## src/rtl/sacq_pkg.sv

```systemverilog
package sacq_pkg;
  localparam int unsigned WORD_BITS = 16;

  typedef enum logic [1:0] {K_DUMMY, K_CWRITE, K_READ} frame_kind_t;

  function automatic logic [WORD_BITS-1:0] ctrl_word(input logic [2:0] ch);
    logic [WORD_BITS-1:0] w;
    w = '0;
    w[15] = 1'b1;
    w[12:10] = ch;
    return w;
  endfunction

  function automatic logic [WORD_BITS-1:0] word_for(input frame_kind_t k, input logic [2:0] ch);
    case (k)
      K_DUMMY:  return '1;
      K_CWRITE: return ctrl_word(ch);
      default:  return '0;
    endcase
  endfunction

  function automatic logic [11:0] adc_value(input logic [WORD_BITS-1:0] w);
    return w[11:0];
  endfunction

  function automatic logic [2:0] adc_addr(input logic [WORD_BITS-1:0] w);
    return w[14:12];
  endfunction

  function automatic logic [9:0] temp_value(input logic [WORD_BITS-1:0] w);
    return w[13:4];
  endfunction
endpackage

```

## src/rtl/sacq_shifter.sv

```systemverilog
module sacq_shifter #(
  parameter int unsigned DIV_HALF = 2,
  parameter int unsigned BITS     = 16
) (
  input  logic            clk,
  input  logic            rst_n,
  input  logic            start,
  input  logic            to_temp,
  input  logic [BITS-1:0] tx_word,
  input  logic            sdo,
  output logic            sclk,
  output logic            sdi,
  output logic            adc_cs_n,
  output logic            temp_ce,
  output logic            frame_end,
  output logic [BITS-1:0] rx_word
);
  localparam int unsigned PH_LAST = 2 * BITS;
  localparam int unsigned PW = $clog2(PH_LAST + 1);
  localparam int unsigned TW = (DIV_HALF > 1) ? $clog2(DIV_HALF) : 1;

  logic            busy_q, dev_q, sclk_q;
  logic [PW-1:0]   ph_q;
  logic [TW-1:0]   tmr_q;
  logic [BITS-1:0] tx_q, rx_q;
  logic            half_up;

  assign half_up = (tmr_q == TW'(DIV_HALF - 1));

  always_ff @(posedge clk or negedge rst_n) begin
    if (!rst_n) begin
      busy_q    <= 1'b0;
      dev_q     <= 1'b0;
      sclk_q    <= 1'b0;
      ph_q      <= '0;
      tmr_q     <= '0;
      tx_q      <= '0;
      rx_q      <= '0;
      frame_end <= 1'b0;
    end else begin
      frame_end <= 1'b0;
      if (!busy_q) begin
        if (start) begin
          busy_q <= 1'b1;
          dev_q  <= to_temp;
          ph_q   <= '0;
          tmr_q  <= '0;
          tx_q   <= tx_word;
          sclk_q <= 1'b0;
        end
      end else if (half_up) begin
        tmr_q <= '0;
        if (ph_q == PW'(PH_LAST)) begin
          busy_q    <= 1'b0;
          frame_end <= 1'b1;
        end else begin
          ph_q <= ph_q + 1'b1;
          if (!ph_q[0]) begin
            sclk_q <= 1'b1;
            rx_q   <= {rx_q[BITS-2:0], sdo};
          end else begin
            sclk_q <= 1'b0;
            tx_q   <= {tx_q[BITS-2:0], 1'b0};
          end
        end
      end else begin
        tmr_q <= tmr_q + 1'b1;
      end
    end
  end

  assign sclk     = sclk_q;
  assign sdi      = busy_q & tx_q[BITS-1];
  assign adc_cs_n = ~(busy_q & ~dev_q);
  assign temp_ce  = busy_q & dev_q;
  assign rx_word  = rx_q;
endmodule

```

## src/rtl/sacq_seq.sv

```systemverilog
module sacq_seq
  import sacq_pkg::*;
#(
  parameter int unsigned DUMMIES = 2
) (
  input  logic                 clk,
  input  logic                 rst_n,
  input  logic                 go,
  input  logic                 sel_temp,
  input  logic [2:0]           chan,
  input  logic                 frame_end,
  input  logic [WORD_BITS-1:0] rx_word,
  output logic                 frame_start,
  output logic                 frame_temp,
  output logic [WORD_BITS-1:0] tx_word,
  output logic                 done,
  output logic [11:0]          adc_data,
  output logic [2:0]           adc_chan,
  output logic [9:0]           temp_data,
  output logic                 frame_is_read,
  output logic                 dummies_pending,
  output logic                 busy
);
  localparam int unsigned DW = $clog2(DUMMIES + 1);

  frame_kind_t kind_q, go_kind;
  logic [DW-1:0] dum_q;
  logic          busy_q, temp_q, last_ok_q;
  logic [2:0]    chan_q, last_q;

  always_comb begin
    if (sel_temp)                       go_kind = K_READ;
    else if (!last_ok_q || chan != last_q) go_kind = K_CWRITE;
    else                                go_kind = K_READ;
  end

  always_ff @(posedge clk or negedge rst_n) begin
    if (!rst_n) begin
      kind_q      <= K_DUMMY;
      dum_q       <= DW'(DUMMIES);
      busy_q      <= 1'b0;
      temp_q      <= 1'b0;
      last_ok_q   <= 1'b0;
      chan_q      <= '0;
      last_q      <= '0;
      frame_start <= 1'b0;
      tx_word     <= '0;
      done        <= 1'b0;
      adc_data    <= '0;
      adc_chan    <= '0;
      temp_data   <= '0;
    end else begin
      frame_start <= 1'b0;
      done        <= 1'b0;
      if (!busy_q) begin
        if (dum_q != '0) begin
          busy_q      <= 1'b1;
          kind_q      <= K_DUMMY;
          temp_q      <= 1'b0;
          tx_word     <= word_for(K_DUMMY, '0);
          frame_start <= 1'b1;
        end else if (go) begin
          busy_q      <= 1'b1;
          kind_q      <= go_kind;
          temp_q      <= sel_temp;
          chan_q      <= chan;
          tx_word     <= word_for(go_kind, chan);
          frame_start <= 1'b1;
        end
      end else if (frame_end) begin
        case (kind_q)
          K_DUMMY: begin
            dum_q  <= dum_q - 1'b1;
            busy_q <= 1'b0;
          end
          K_CWRITE: begin
            last_q      <= chan_q;
            last_ok_q   <= 1'b1;
            kind_q      <= K_READ;
            tx_word     <= word_for(K_READ, chan_q);
            frame_start <= 1'b1;
          end
          default: begin
            busy_q <= 1'b0;
            done   <= 1'b1;
            if (temp_q) begin
              temp_data <= temp_value(rx_word);
            end else begin
              adc_data <= adc_value(rx_word);
              adc_chan <= adc_addr(rx_word);
            end
          end
        endcase
      end
    end
  end

  assign frame_temp      = temp_q;
  assign frame_is_read   = (kind_q == K_READ);
  assign dummies_pending = (dum_q != '0);
  assign busy            = busy_q;
endmodule

```

## src/rtl/sensor_acq_ctrl.sv

```systemverilog
module sensor_acq_ctrl
  import sacq_pkg::*;
#(
  parameter int unsigned DIV_HALF = 2,
  parameter int unsigned DUMMIES  = 2
) (
  input  logic        clk,
  input  logic        rst_n,
  input  logic        go,
  input  logic        sel_temp,
  input  logic [2:0]  chan,
  input  logic        sdo,
  output logic        sclk,
  output logic        rst_n_out,
  output logic        sdi,
  output logic        adc_cs_n,
  output logic        temp_ce,
  output logic        done,
  output logic [11:0] adc_data,
  output logic [2:0]  adc_chan,
  output logic [9:0]  temp_data
);
  logic                 frame_start, frame_temp, frame_end;
  logic                 frame_is_read, dummies_pending, seq_busy;
  logic [WORD_BITS-1:0] tx_word, rx_word;
  logic                 rst_out_q;

  always_ff @(posedge clk or negedge rst_n) begin
    if (!rst_n) rst_out_q <= 1'b0;
    else        rst_out_q <= 1'b1;
  end
  assign rst_n_out = rst_out_q;

  sacq_seq #(.DUMMIES(DUMMIES)) u_seq (
    .clk(clk), .rst_n(rst_n), .go(go), .sel_temp(sel_temp), .chan(chan),
    .frame_end(frame_end), .rx_word(rx_word),
    .frame_start(frame_start), .frame_temp(frame_temp), .tx_word(tx_word),
    .done(done), .adc_data(adc_data), .adc_chan(adc_chan), .temp_data(temp_data),
    .frame_is_read(frame_is_read), .dummies_pending(dummies_pending), .busy(seq_busy)
  );

  sacq_shifter #(.DIV_HALF(DIV_HALF), .BITS(WORD_BITS)) u_shf (
    .clk(clk), .rst_n(rst_n), .start(frame_start), .to_temp(frame_temp),
    .tx_word(tx_word), .sdo(sdo), .sclk(sclk), .sdi(sdi),
    .adc_cs_n(adc_cs_n), .temp_ce(temp_ce), .frame_end(frame_end), .rx_word(rx_word)
  );
endmodule

```

## config.mk

```make
export PLATFORM = sky130hd
export DESIGN_NAME = sensor_acq_ctrl
export DESIGN_NICKNAME = d
export VERILOG_FILES = /design/src/rtl/sacq_pkg.sv /design/src/rtl/sacq_shifter.sv /design/src/rtl/sacq_seq.sv /design/src/rtl/sensor_acq_ctrl.sv
export SDC_FILE = /design/constraint.sdc
export NUM_CORES = 1
export LEC_CHECK = 0
export BUFFER_PORTS_ARGS = -buffer_cell sky130_fd_sc_hd__buf_2
export CAP_MARGIN = 30
export CORE_ASPECT_RATIO = 0.9
export CORE_UTILIZATION = 40
export DETAILED_ROUTE_END_ITERATION = 10
export SYNTH_ARGS = -nofsm -noshare
export SYNTH_HDL_FRONTEND = slang
export SYNTH_HIERARCHICAL = 1
export SYNTH_SLANG_ARGS = --single-unit
```

## constraint.sdc

```tcl
create_clock -name clk -period 2.7 [get_ports clk]
set_input_delay 0.54 -clock clk [delete_from_list [all_inputs] [get_ports clk]]
set_output_delay 0.54 -clock clk [all_outputs]
set_load 0.02 [all_outputs]
```

# [Yosys cells after proc, flatten, opt, wreduce, memory -nomap -nowiden]
# Index checks and enable logic that the tools add are counted.
[word_totals] output_inout_bits=31 mem_bits_rw=0 elab_cells=114 rom_bits=0 latchBits=0 input_bits=8 memories=0 register_bits=99
[op_classes] div_mod_pow=0 n_reduce_logical=20 add_sub_neg=3 n_bitwise=12 shift=0 n_eq_ne=9 n_mul=0 muxes=48 magnitude_cmp=0
[ops] op="$mux W16" n=10
[ops] op="$pmux W16 S2" n=1
[ops] op="$mux W1" n=26
[ops] op="$mux W6" n=4
[ops] op="$reduce_and A4 Y1" n=4
[ops] op="$reduce_and A3 Y1" n=5
[ops] op="$mux W2" n=7
[ops] op="$ne A2 B2 Y1 const B" n=5
[ops] op="$not A1 Y1" n=9
[ops] op="$add A6 B1 Y6 const B" n=1
[ops] op="$eq A6 B6 Y1 const B" n=1
[ops] op="$reduce_bool A2 Y1" n=3
[ops] op="$eq A2 B1 Y1 const B" n=2
[ops] op="$logic_not A2 Y1" n=2
[ops] op="$reduce_and A2 Y1" n=2
[ops] op="$and A1 B1 Y1" n=3
[ops] op="$ne A3 B3 Y1" n=1
[ops] op="$reduce_bool A3 Y1" n=1
[ops] op="$reduce_or A2 Y1" n=1
[ops] op="$sub A2 B1 Y2 const B" n=1
[ops] op="$add A1 B1 Y1 const B" n=1
[ops] op="$logic_not A1 Y1" n=1
[ops] op="$logic_or A1 B1 Y1" n=1

# [Longest topological paths before layout]
# Gate-level depths: netlist (run 1).
[logic_depth] word_depth=9 mapped_depth=7

# [Hierarchy]
# The synthesis (run 1) kept the hierarchy.
[modules_own_cells] mod="sacq_shifter" n_inst=1 seq_area_each_um2=1051.0 cells_each=137 area_per_inst_um2=1999.4
[modules_own_cells] mod="sacq_seq" n_inst=1 seq_area_each_um2=1127.3 cells_each=131 area_per_inst_um2=1909.3
[modules_own_cells] mod="sensor_acq_ctrl" n_inst=1 seq_area_each_um2=25.0 cells_each=2 area_per_inst_um2=28.8

# [Worst setup path before layout (run 1)]
# No wires, ideal clock.
[synth_timing] path_kind="register -> register" start="reg u_shf.ph_q[0]" end="reg u_shf.rx_q[10] (netlist: u_shf/rx_word[10])" path_stages_with_launch=8 path_buffers=2 arrival_time_ns=1.795 setup_time_ns=0.125 path_slack_ns=0.780 cell_sequence="dfrtp_1 inv_1 ha_1 a31oi_1 and2_1 buf_6 buf_12 mux2_4"
[synth_via] elab_chain_len=3
[synth_lines] item="from (decl)" line="sacq_shifter.sv:23" text="logic [PW-1:0] ph_q;"
[synth_lines] item="from (signal assigned)" line="sacq_shifter.sv:57" text="ph_q <= ph_q + 1'b1;"
[synth_lines] item="$eq A6 B6 Y1" line="sacq_shifter.sv:53" text="if (ph_q == PW'(PH_LAST)) begin"
[synth_lines] item="$not A1 Y1 (no source line)"
[synth_lines] item="$reduce_and A4 Y1 (no source line) (*)"
[synth_lines] item="to (signal assigned)" line="sacq_shifter.sv:60" text="rx_q <= {rx_q[BITS-2:0], sdo};"
[synth_lines] item="to (decl)" line="sacq_shifter.sv:25" text="logic [BITS-1:0] tx_q, rx_q;"
# Mark *: on every way between the ends. The rest lies on a longest branch, timed or not.
# A chain may end at the register's enable or synchronous reset.

# [Worst setup path in the final report (run 1)]
[layout_timing] start="reg u_shf.busy_q" end="out temp_ce"
[layout_via] elab_chain_len=1
[layout_lines] item="from (decl)" line="sacq_shifter.sv:22" text="logic busy_q, dev_q, sclk_q;"
[layout_lines] item="from (signal assigned)" line="sacq_shifter.sv:32" text="busy_q <= 1'b0;"
[layout_lines] item="from (signal assigned)" line="sacq_shifter.sv:44" text="busy_q <= 1'b1;"
[layout_lines] item="from (signal assigned)" line="sacq_shifter.sv:54" text="busy_q <= 1'b0;"
[layout_lines] item="$and A1 B1 Y1" line="sacq_shifter.sv:75" text="assign temp_ce = busy_q & dev_q;"
[layout_lines] item="to (decl)" line="sensor_acq_ctrl.sv:17" text="output logic temp_ce,"
# Every way passes these cells.

==> summary.md, run 1 <==
| Metric | Value |
|---|---|
| Status | `finished, final reports clean` |
| Cell count after synthesis | `~270` |
| Via count | `approximately 2100` |
| Site row count | `33` |
| Slew margin rel. | `~64%` |
| Leakage power | `approximately 0.0023 µW` |
| Vias per inst | `around 5` |
| Area grow syn2layout | `10.3%` |
| Final clock skew | `~0.010 ns` |
| Worst-path clk slew | `0.08 ns` |
| N_diodes | `0` |
| Nets | `310` |
| Final Wtd Congestion | `about 0.74` |
| Total internal power | `1780 µW` |
| Slew Viols, Final | `0` |
| Min Tclk post-route | `~2.1 ns` |
| CTS Sinks | `87` |
| Bufs on Longest Clock Path | `2` |
| Sw frac | `a little over a fifth` |
| Layout cell share with drive strength beyond 1 | `about half` |
| Post-detail-place hpwl | `4.21 mm` |
| Period utilisation layout | `79.4%` |
| Final WL | `between 6 and 7 mm` |
| DRC Markers | `0` |
| CTS H-tree depth | `3` |
| Synthesized cell area | `a little under 4000 µm²` |
| Synth warnings | `6` |
| Filler cell count | `approximately 840` |
| Crit Path Class | `reg -> out` |
| Psw | `471 µW` |
| Global-route wire length before repair | `~11 mm` |
| Pwr Density | `about 520 nW/µm²` |
| Final Hold Viols | `0` |
| WL/cell | `~15 µm` |
| Critical path's slowest cell | `dfrtp_1` |
| Initial core utilization | `a little over two fifths` |
| Hold_buf cts | `0` |
| Max-Cap Viols | `0` |
| Reg power frac | `between 50% and 60%` |
| Core area | `9290 µm²` |
| Post-cts resize count | `0` |
| Final core occ | `a little under half` |
| GRT overflow | `0` |
| Router iterations before antenna repair | `4` |
| Setup TNS | `0 ns` |
| Critical path's top delay family | `flip-flops` |
| Initial antenna violation count | `0` |
| Crit-path max cell delay | `around 0.57 ns` |
| Crit path buffers/inverters | `2` |
| Worst-margin pin slew | `about 0.54 ns` |
| CP cell instances | `buf_4 > and2_1 > buf_2` |
| Latest clock arrival within the worst-skew pair | `between 0.3 and 0.4 ns` |
| CTS tree | `built` |
| Largest net degree at the start of global routing | `46` |
| Die H | `~96 µm` |
| Fmax achieved | `0.466 GHz` |
| Post-DRT Antenna Nets | `0` |
| Clock power frac | `between 30% and 40%` |
| Endpoints failing setup | `0` |
| Post-Syn Area per Cell | `~15 µm²` |
| Vias in the first global route | `approximately 2100` |
| Setup crit end kind | `primary output` |
| Crit path DAT | `roughly 1.6 ns` |
| Full die area | `roughly 10000 µm²` |
| Clock root cell | `clkbuf_8` |
| Setup Buffers After CTS | `0` |
| Io pins | `39` |
| Hold/Removal Path Class | `in -> async` |
| Mapped Nets | `277` |
| Initial DRC Count | `between 40 and 50` |
| RSZ-0062 raised after global routing | `no` |
| CP max FO | `19` |
| I/O Buffers | `38` |
| Die width | `about 110 µm` |
| Startpoint Class | `register` |
| Comb power frac | `~2.6%` |
| CTS buffer count | `9` |
| Critical Path RT | `2.16 ns` |
| Worst IR drop on VDD | `~0.26 mV` |
| Total GRT Usage | `roughly 14%` |
[registers in the layout, summed over array words and instances (netlist names), 2 cells and up]
register	flops
u_seq/adc_chan	3
u_seq/adc_data	12
u_seq/kind_q	2
u_shf/tx_q	16
u_seq/chan_q	3
u_seq/last_q	3
u_shf/rx_word	15
u_seq/tx_word	5
u_seq/dum_q	2
u_shf/ph_q	6
u_seq/temp_data	10
[cells in the final DEF, fill, tap and decap left out, types with 2 or more instances in the layout]
master	count
a21o_1	2
buf_4	4
clkinv_2	2
a221o_1	3
ha_1	3
buf_2	37
a22o_1	3
clkbuf_8	10
mux2_2	59
nor2_1	8
and2_1	3
a21oi_1	4
nand3b_1	2
nand2_1	7
mux2_4	19
a41oi_4	2
dfrtp_1	86
xnor2_1	6
a31oi_1	2
inv_1	10
nand4_1	2
nand2b_1	3
[per-layer routing]
metal / global-route usage [%] / share of wire, % / up-vias
met4: 6.94 / 1.8 / 0
met3: 3.28 / 2.5 / 8
li1: - / - / 995
met1: 18.5 / 49 / 1057
met5: 0 / 0 / -
met2: 21.0 / 47 / 24
[through the flow]
stage	setup slack, ns	area [µm²]	total power [µW]	hold slack, ns	cells
2_1_floorplan	0.783	3890	1370	0.244	266
3_3_place_gp	0.794	4110	1410	0.456	410
3_5_place_dp	0.710	4110	1410	0.460	410
4_1_cts	0.503	4290	2290	0.179	424
5_1_grt	0.445	4290	2350	0.200	424
6_report	0.556	4290	2250	0.162	424
[power groups by stage]
stage          Clock [µW]  Sequential [µW]  Combinational (µW)
5_1_grt               954             1330                67.5
3_5_place_dp            0             1350                61.4
3_3_place_gp            0             1350                60.8
2_1_floorplan           0             1350                19.7
4_1_cts               901             1330                61.5
6_report              863             1330                58.3
[area by class of cell]
| class | count | area, µm² | area share (%) |
|---|---|---|---|
| Inverter | 10 | 37.5 | 0.874 |
| Clock inverter | 4 | 47.5 | 1.11 |
| Sequential cell | 87 | 2180 | 50.7 |
| Multi-Input combinational cell | 149 | 1500 | 35.0 |
| Clock buffer | 10 | 138 | 3.21 |
| Tap cell | 122 | 153 | 3.56 |
| Timing Repair Buffer | 42 | 235 | 5.48 |
[final timing paths]
| kind | from | endpoint | slack, ns | depth (start not counted) |
|---|---|---|---|---|
| hold / removal | rst_n | u_seq/last_q[1]$_DFFE_PN0P_ | 0.16 | 1 |
| setup / recovery | u_shf/busy_q$_DFF_PN0_ | temp_ce | 0.56 | 3 |
| setup reg to reg | u_shf/ph_q[0]$_DFFE_PN0P_ | u_shf/rx_word[1]$_DFFE_PN0P_ | 0.69 | 6 |
| hold reg to reg | u_shf/tx_q[0]$_DFFE_PN0P_ | u_shf/tx_q[0]$_DFFE_PN0P_ | 0.48 | 1 |
| max in group asynchronous | rst_n | u_shf/rx_word[12]$_DFFE_PN0P_ | 1.92 | 2 |
| min in group clk | sdo | u_shf/rx_word[0]$_DFFE_PN0P_ | 0.43 | 2 |
No activity file was read; power rests on OpenSTA's default activity.
==> inputs of run 2 (changes only) <==
ABC_AREA = 1   (was default)
clock period = 1.9 ns   (was 2.7 ns; I/O delays follow)
==> summary.md, run 2 <==
| Metric | Value |
|---|---|
| Status | `finished, final reports clean (unchanged)` |
| DRC Markers | `0 (unchanged)` |
| Cell count after synthesis | `445 (was 266)` |
| N_diodes | `0 (unchanged)` |
| Post-Syn Area per Cell | `8.78 µm² (was 14.6 µm²)` |
| Met2 Wirelength | `3.32 mm (was 2.89 mm)` |
| Setup crit end kind | `primary output (unchanged)` |
| Non-Filler Instances | `606 (was 424)` |
| GRT overflow | `0 (unchanged)` |
| Worst IR drop on VDD | `0.397 mV (was 0.260 mV)` |
| Mapped Nets | `456 (was 277)` |
| DP Area | `4150 µm² (was 4110 µm²)` |
| Crit path buffers/inverters | `3 (was 2)` |
| Global-route wire length before repair | `12.8 mm (was 10.7 mm)` |
| CTS tree | `built (unchanged)` |
| CP cell instances | `buf_4 > nand2_1 > inv_1 > buf_2 (was buf_4 > and2_1 > buf_2)` |
| Multi-input logic area | `1400 µm² (was 1500 µm²)` |
| Critical path's slowest cell | `dfrtp_1 (unchanged)` |
| RSZ-0062 raised after global routing | `no (unchanged)` |
| Layout cell share with drive strength beyond 1 | `18.4% (was 48.7%)` |
| Die H | `95.7 µm (was 95.6 µm)` |
| Synthesized cell area | `3900 µm² (was 3890 µm²)` |
| Io pins | `39 (unchanged)` |
| WL/cell | `12.3 µm (was 14.5 µm)` |
| Register area | `2180 µm² (unchanged)` |
| FF-to-FF setup slack | `0.28 ns (was 0.69 ns)` |
| Total GRT Usage | `16.3% (was 13.8%)` |
| Startpoint Class | `register (unchanged)` |
| Full die area | `10200 µm² (was 10100 µm²)` |
| Site row count | `33 (unchanged)` |
| Area grow syn2layout | `11.8% (was 10.3%)` |
| Critical Path RT | `1.52 ns (was 2.16 ns)` |
| Critical path's top delay family | `buffers and inverters (was flip-flops)` |
| Slew Viols, Final | `0 (unchanged)` |
| Filler cell count | `913 (was 839)` |
| Max-Cap Viols | `0 (unchanged)` |
| Largest net degree at the start of global routing | `38 (was 46)` |
| Worst-path clk slew | `0.09 ns (was 0.08 ns)` |
| Final Wtd Congestion | `0.823 (was 0.742)` |
| Latest clock arrival within the worst-skew pair | `0.36 ns (was 0.35 ns)` |
| Clock root cell | `clkbuf_8 (unchanged)` |
| Final WL | `7.45 mm (was 6.17 mm)` |
| Period utilisation layout | `between 80% and 90%` |
| Final clock skew | `0.0130 ns (was 0.0105 ns)` |
| DR WL met3 | `264 µm (was 157 µm)` |
| Crit-path max cell delay | `0.40 ns (was 0.57 ns)` |
| Vias per inst | `4.63 (was 4.92)` |
| Min Tclk post-route | `roughly 1.7 ns` |
| Nets | `490 (was 310)` |
| Initial DRC Count | `111 (was 46)` |
| Setup TNS | `0 ns (unchanged)` |
| Router iterations before antenna repair | `4 (unchanged)` |
| CTS H-tree depth | `3 (unchanged)` |
| Slew margin rel. | `63.2% (was 64.3%)` |
| Final Hold Viols | `0 (unchanged)` |
| Top sig layer | `met4 (unchanged)` |
| Post-DRT Antenna Nets | `0 (unchanged)` |
| I/O Buffers | `38 (unchanged)` |
| Synth warnings | `6 (unchanged)` |
| Core area | `9290 µm² (unchanged)` |
| Number of flip-flops in the largest register | `16 (unchanged)` |
| CTS Sinks | `87 (unchanged)` |
| Die width | `106 µm (about the same)` |
| Final Cell Area | `4370 µm² (was 4290 µm²)` |
| Post-detail-place hpwl | `5.08 mm (was 4.21 mm)` |
| Post-cts resize count | `0 (unchanged)` |
| Initial core utilization | `42.0% (was 41.9%)` |
| Initial antenna violation count | `0 (unchanged)` |
| Largest Register | `u_shf/tx_q (unchanged)` |
| Fmax achieved | `0.601 GHz` |
| Commonest non-fill, non-tap cell in the layout | `nand2_1 (was dfrtp_1)` |
| CP max FO | `19 (unchanged)` |
| Final core occ | `47.0% (was 46.2%)` |
| Pwr Density | `777 nW/µm² (was 524 nW/µm²)` |
| Leakage power | `0.00243 µW (was 0.00225 µW)` |
| Crit path DAT | `1.28 ns (was 1.60 ns)` |
| Met1 WL | `3.79 mm (was 3.01 mm)` |
| Placed cells | `589 (was 410)` |
| Bufs on Longest Clock Path | `2 (unchanged)` |
| Endpoints failing setup | `0 (unchanged)` |
| Vias in the first global route | `2663 (was 2142)` |
| Crit Path Class | `reg -> out (unchanged)` |
| CTS buffer count | `9 (unchanged)` |
| Via count | `2807 (was 2084)` |
| Most frequent cells in the layout | `181 x nand2_1, 86 x dfrtp_1, 37 x buf_2, 37 x inv_1, 27 x nand3_1 (was 86 x dfrtp_1, 59 x mux2_2, 37 x buf_2)` |
| Hold/Removal Path Class | `in -> reg (was in -> async)` |
| Worst-margin pin slew | `0.549 ns (was 0.536 ns)` |
[run 2: layer usage]
metal	vias to the layer above	track usage (%)
met5	-	0
met1	1331	22.0
li1	1431	-
met3	8	5.01
met4	0	4.51
met2	37	25.4
[run 2: stage by stage]
step	power (µW)	hold WS, ns	worst slack (ns)
after detailed placement	2100	0.377	0.279
after global routing	3540	0.224	0.106
after CTS	3450	0.220	0.200
after floorplan	2040	0.0844	0.196
final	3390	0.241	0.235
after global placement	2100	0.377	0.341
[run 2: worst paths after layout]
| path | start | endpoint | depth (start not counted) |
|---|---|---|---|
| worst max-delay path | u_shf/busy_q$_DFF_PN0_ | sdi | 4 |
| worst min-delay path | sel_temp | u_seq/frame_temp$_DFFE_PN0P_ | 3 |
| max in group asynchronous | rst_n | u_seq/adc_chan[0]$_DFFE_PN0P_ | 3 |
| worst max register to register | u_shf/ph_q[1]$_DFFE_PN0P_ | u_shf/tx_q[12]$_DFFE_PN0P_ | 10 |
| min in group asynchronous | rst_n | u_seq/kind_q[0]$_DFFE_PN0P_ | 2 |
| worst min register to register | u_shf/tx_q[3]$_DFFE_PN0P_ | u_shf/tx_q[3]$_DFFE_PN0P_ | 2 |
[run 2: worst min-delay path, delay by kind of cell]
kind | cells | cell delay [ns]
simple gates | 2 | 0.10
buf+inv | 1 | 0.09
[run 2: repair_timing]
item,CTS,global route
hold buffers,1,0
hold endpoints to repair,32,0
setup buffers,0,0
[run 2: report_power, final]
group / switching [µW] / leakage, µW / internal, µW
sequential: 33.6 / 0.00111 / 1890
combinational: 90.1 / 0.00122 / 41.3
clock: 675 / 0.000101 / 656
total: 798 / 0.00243 / 2590
[run 2: cell type report]
| class | count | share of cell area, % |
|---|---|---|
| clock inverters | 5 | 1.46 |
| clock buffers | 11 | 3.24 |
| multi-input cells | 293 | 32.0 |
| flip-flops and latches | 87 | 49.9 |
| repair buffers | 47 | 6.31 |
| inverters | 41 | 3.58 |
| well taps | 122 | 3.50 |
==> inputs of run 3 (changes only) <==
==> constraint.sdc (replaced) <==
create_clock -name clk -period 1.9 [get_ports clk]
set_input_delay 0.19 -clock clk [delete_from_list [all_inputs] [get_ports clk]]
set_output_delay 0.19 -clock clk [all_outputs]
set_load 0.02 [all_outputs]
==> summary.md, run 3 (same netlist as run 2, synthesis figures left out) <==
| Metric | Value |
|---|---|
| Status | `finished, final reports clean (unchanged)` |
| Initial DRC Count | `141 (was 111)` |
| Worst IR drop on VDD | `0.451 mV (was 0.397 mV)` |
| RSZ-0062 raised after global routing | `no (unchanged)` |
| Latest clock arrival within the worst-skew pair | `0.36 ns (about the same)` |
| Final clock skew | `0.00822 ns (was 0.0130 ns)` |
| Slew Viols, Final | `0 (unchanged)` |
| Bufs on Longest Clock Path | `2 (unchanged)` |
| Post-cts resize count | `0 (unchanged)` |
| WL/cell | `12.3 µm (about the same)` |
| WHS Endpoint | `u_shf/rx_word[0]$_DFFE_PN0P_ (was u_seq/frame_temp$_DFFE_PN0P_)` |
| Number of cells on the critical path | `10 (was 4)` |
| GRT overflow | `0 (unchanged)` |
| Vias per inst | `4.78 (was 4.63)` |
| CTS H-tree depth | `3 (unchanged)` |
| Setup crit end kind | `register (was primary output)` |
| Min Tclk post-route | `1.66 ns (about the same)` |
| Global-route wire length before repair | `13.3 mm (was 12.8 mm)` |
| I/O Buffers | `38 (unchanged)` |
| Largest Register | `u_shf/tx_q (unchanged)` |
| CTS tree | `built (unchanged)` |
| Period utilisation layout | `87.2% (was 87.6%)` |
| Post-detail-place hpwl | `5.10 mm (was 5.08 mm)` |
| GR Util met1 | `23.2% (was 22.0%)` |
| Clock root cell | `clkbuf_8 (unchanged)` |
| Setup Buffers After CTS | `0 (unchanged)` |
| CTS Sinks | `87 (unchanged)` |
| Sw frac | `23.0% (was 23.6%)` |
| Critical path origin | `u_shf/ph_q[0]$_DFFE_PN0P_ (was u_shf/busy_q$_DFF_PN0_)` |
| Most frequent cells in the layout | `181 x nand2_1, 86 x dfrtp_1, 37 x buf_2, 37 x inv_1, 27 x nand3_1 (unchanged)` |
| Critical path's top delay family | `simple AND/OR/NAND/NOR gates (was buffers and inverters)` |
| Pwr Density | `769 nW/µm² (was 777 nW/µm²)` |
| Initial core utilization | `42.0% (unchanged)` |
| Worst r2r src | `u_shf/ph_q[0]$_DFFE_PN0P_ (was u_shf/ph_q[1]$_DFFE_PN0P_)` |
| Clock power frac | `38.5% (was 39.3%)` |
| Slew margin rel. | `63.4% (was 63.2%)` |
| Endpoints failing setup | `0 (unchanged)` |
| Layout cell share with drive strength beyond 1 | `18.2% (was 18.4%)` |
| CP max FO | `22 (was 19)` |
| Final Hold Viols | `0 (unchanged)` |
| Crit-path max cell delay | `0.39 ns (was 0.40 ns)` |
| HP Start | `sdo (was sel_temp)` |
| Reg power frac | `57.5% (was 56.9%)` |
| Die width | `106 µm (unchanged)` |
| Crit path DAT | `1.95 ns (was 1.28 ns)` |
| Worst hold path depth | `3 (unchanged)` |
| Total internal power | `2580 µW (was 2590 µW)` |
| Vias in the first global route | `2776 (was 2663)` |
| Total design power | `3350 µW (was 3390 µW)` |
| Full die area | `10200 µm² (unchanged)` |
| Commonest non-fill, non-tap cell in the layout | `nand2_1 (unchanged)` |
| Die H | `95.7 µm (unchanged)` |
| Setup TNS | `0 ns (unchanged)` |
| Met2 Usage GRT | `25.6% (was 25.4%)` |
| Max-Cap Viols | `0 (unchanged)` |
| Via count | `2889 (was 2807)` |
| N_diodes | `0 (unchanged)` |
| Number of flip-flops in the largest register | `16 (unchanged)` |
| Initial antenna violation count | `0 (unchanged)` |
| Crit Path Class | `reg -> reg (was reg -> out)` |
| Final Hold Slack | `0.0435 ns (was 0.241 ns)` |
| Area grow syn2layout | `11.6% (was 11.8%)` |
| FF-to-FF setup slack | `0.24 ns (was 0.28 ns)` |
| Router iterations before antenna repair | `4 (unchanged)` |
| DRC Markers | `0 (unchanged)` |
| Core area | `9290 µm² (unchanged)` |
| Psw | `769 µW (was 798 µW)` |
| Worst-path clk slew | `0.09 ns (about the same)` |
| Critical path's slowest cell | `dfrtp_1 (unchanged)` |
| Critical Path RT | `2.20 ns (was 1.52 ns)` |
| Total GRT Usage | `17.1% (was 16.3%)` |
| Comb power frac | `4.0% (was 3.9%)` |
| Io pins | `39 (unchanged)` |
| Grt met3 use | `5.15% (was 5.01%)` |
| Nets | `490 (unchanged)` |
| Final WL | `7.46 mm (was 7.45 mm)` |
| CTS buffer count | `9 (unchanged)` |
| Largest net degree at the start of global routing | `41 (was 38)` |
| R2r endpoint | `u_shf/tx_q[8]$_DFFE_PN0P_ (was u_shf/tx_q[12]$_DFFE_PN0P_)` |
| Crit path buffers/inverters | `2 (was 3)` |
| Fmax achieved | `0.604 GHz (was 0.601 GHz)` |
| Worst-margin pin slew | `0.549 ns (about the same)` |
| CP cell instances | `inv_1 > ha_1 > nand2_1 > inv_1 > nand3_2 > nand2_4 > nand2_4 > nand2_4 > nand2_1 > nand2_1 (was buf_4 > nand2_1 > inv_1 > buf_2)` |
| Most crowded layer after global routing | `met2 (unchanged)` |
| R2R depth | `10 (unchanged)` |
| Leakage power | `0.00243 µW (about the same)` |
| Post-DRT Antenna Nets | `0 (unchanged)` |
| Startpoint Class | `register (unchanged)` |
| Final Wtd Congestion | `0.856 (was 0.823)` |
| Site row count | `33 (unchanged)` |
| Hold/Removal Path Class | `in -> reg (unchanged)` |
## run 3: changes by cell type in the layout (fill, tap and decap cells not counted), sizes merged
cell | before | now
inv | 42 | 41
## run 3: worst max-delay path by stage
stage                                               end  slack (ns)
after floorplan           u_shf/rx_word[12]$_DFFE_PN0P_        0.20
after global placement       u_shf/tx_q[11]$_DFFE_PN0P_        0.32
after detailed placement      u_shf/tx_q[8]$_DFFE_PN0P_        0.28
after CTS                     u_shf/tx_q[8]$_DFFE_PN0P_        0.25
after global routing          u_shf/tx_q[4]$_DFFE_PN0P_        0.09
final                         u_shf/tx_q[8]$_DFFE_PN0P_        0.24
## run 3: per-layer routing
layer  vias to the layer above  share of wire (%)
met5                         -                  0
met4                         0                1.6
met3                        11                5.3
met2                        60                 43
met1                      1389                 50
li1                       1429                  -
## run 3: tightest hold or removal path, cell delays in order
cell and delay (ns):
buf_2 0.08, nand2_1 0.05, nand2_1 0.06
## run 3: metrics by stage
step                utilization (%)  setup slack, ns  cell area, µm²  instances
floorplan                         -            0.196            3910        445
global placement               44.7            0.322            4150        589
detailed placement             44.7            0.285            4150        589
CTS                            46.9            0.251            4360        605
global route                   46.9           0.0904            4360        605
finish                         46.9            0.244            4360        605
## run 3: cell type report
class / instances / area, µm²
multi-input combinational: 293 / 1400
tap: 122 / 153
clock inverter: 4 / 55.1
inverter: 41 / 156
sequential: 87 / 2180
timing repair buffer: 47 / 275
clock buffer: 11 / 141
fill: 945 / 4930
## run 3: power groups by stage
stage	logic (µW)	clock network (µW)	registers, µW
2_1_floorplan	87.3	0	1960
3_3_place_gp	132	0	1960
3_5_place_dp	135	0	1960
4_1_cts	137	1340	1930
5_1_grt	158	1400	1930
6_report	133	1290	1930
## run 3: what timing repair did
action                                  CTS  global route
endpoints found under the hold margin    37             0
hold buffers                              1             0
endpoints found under the setup margin    0             0
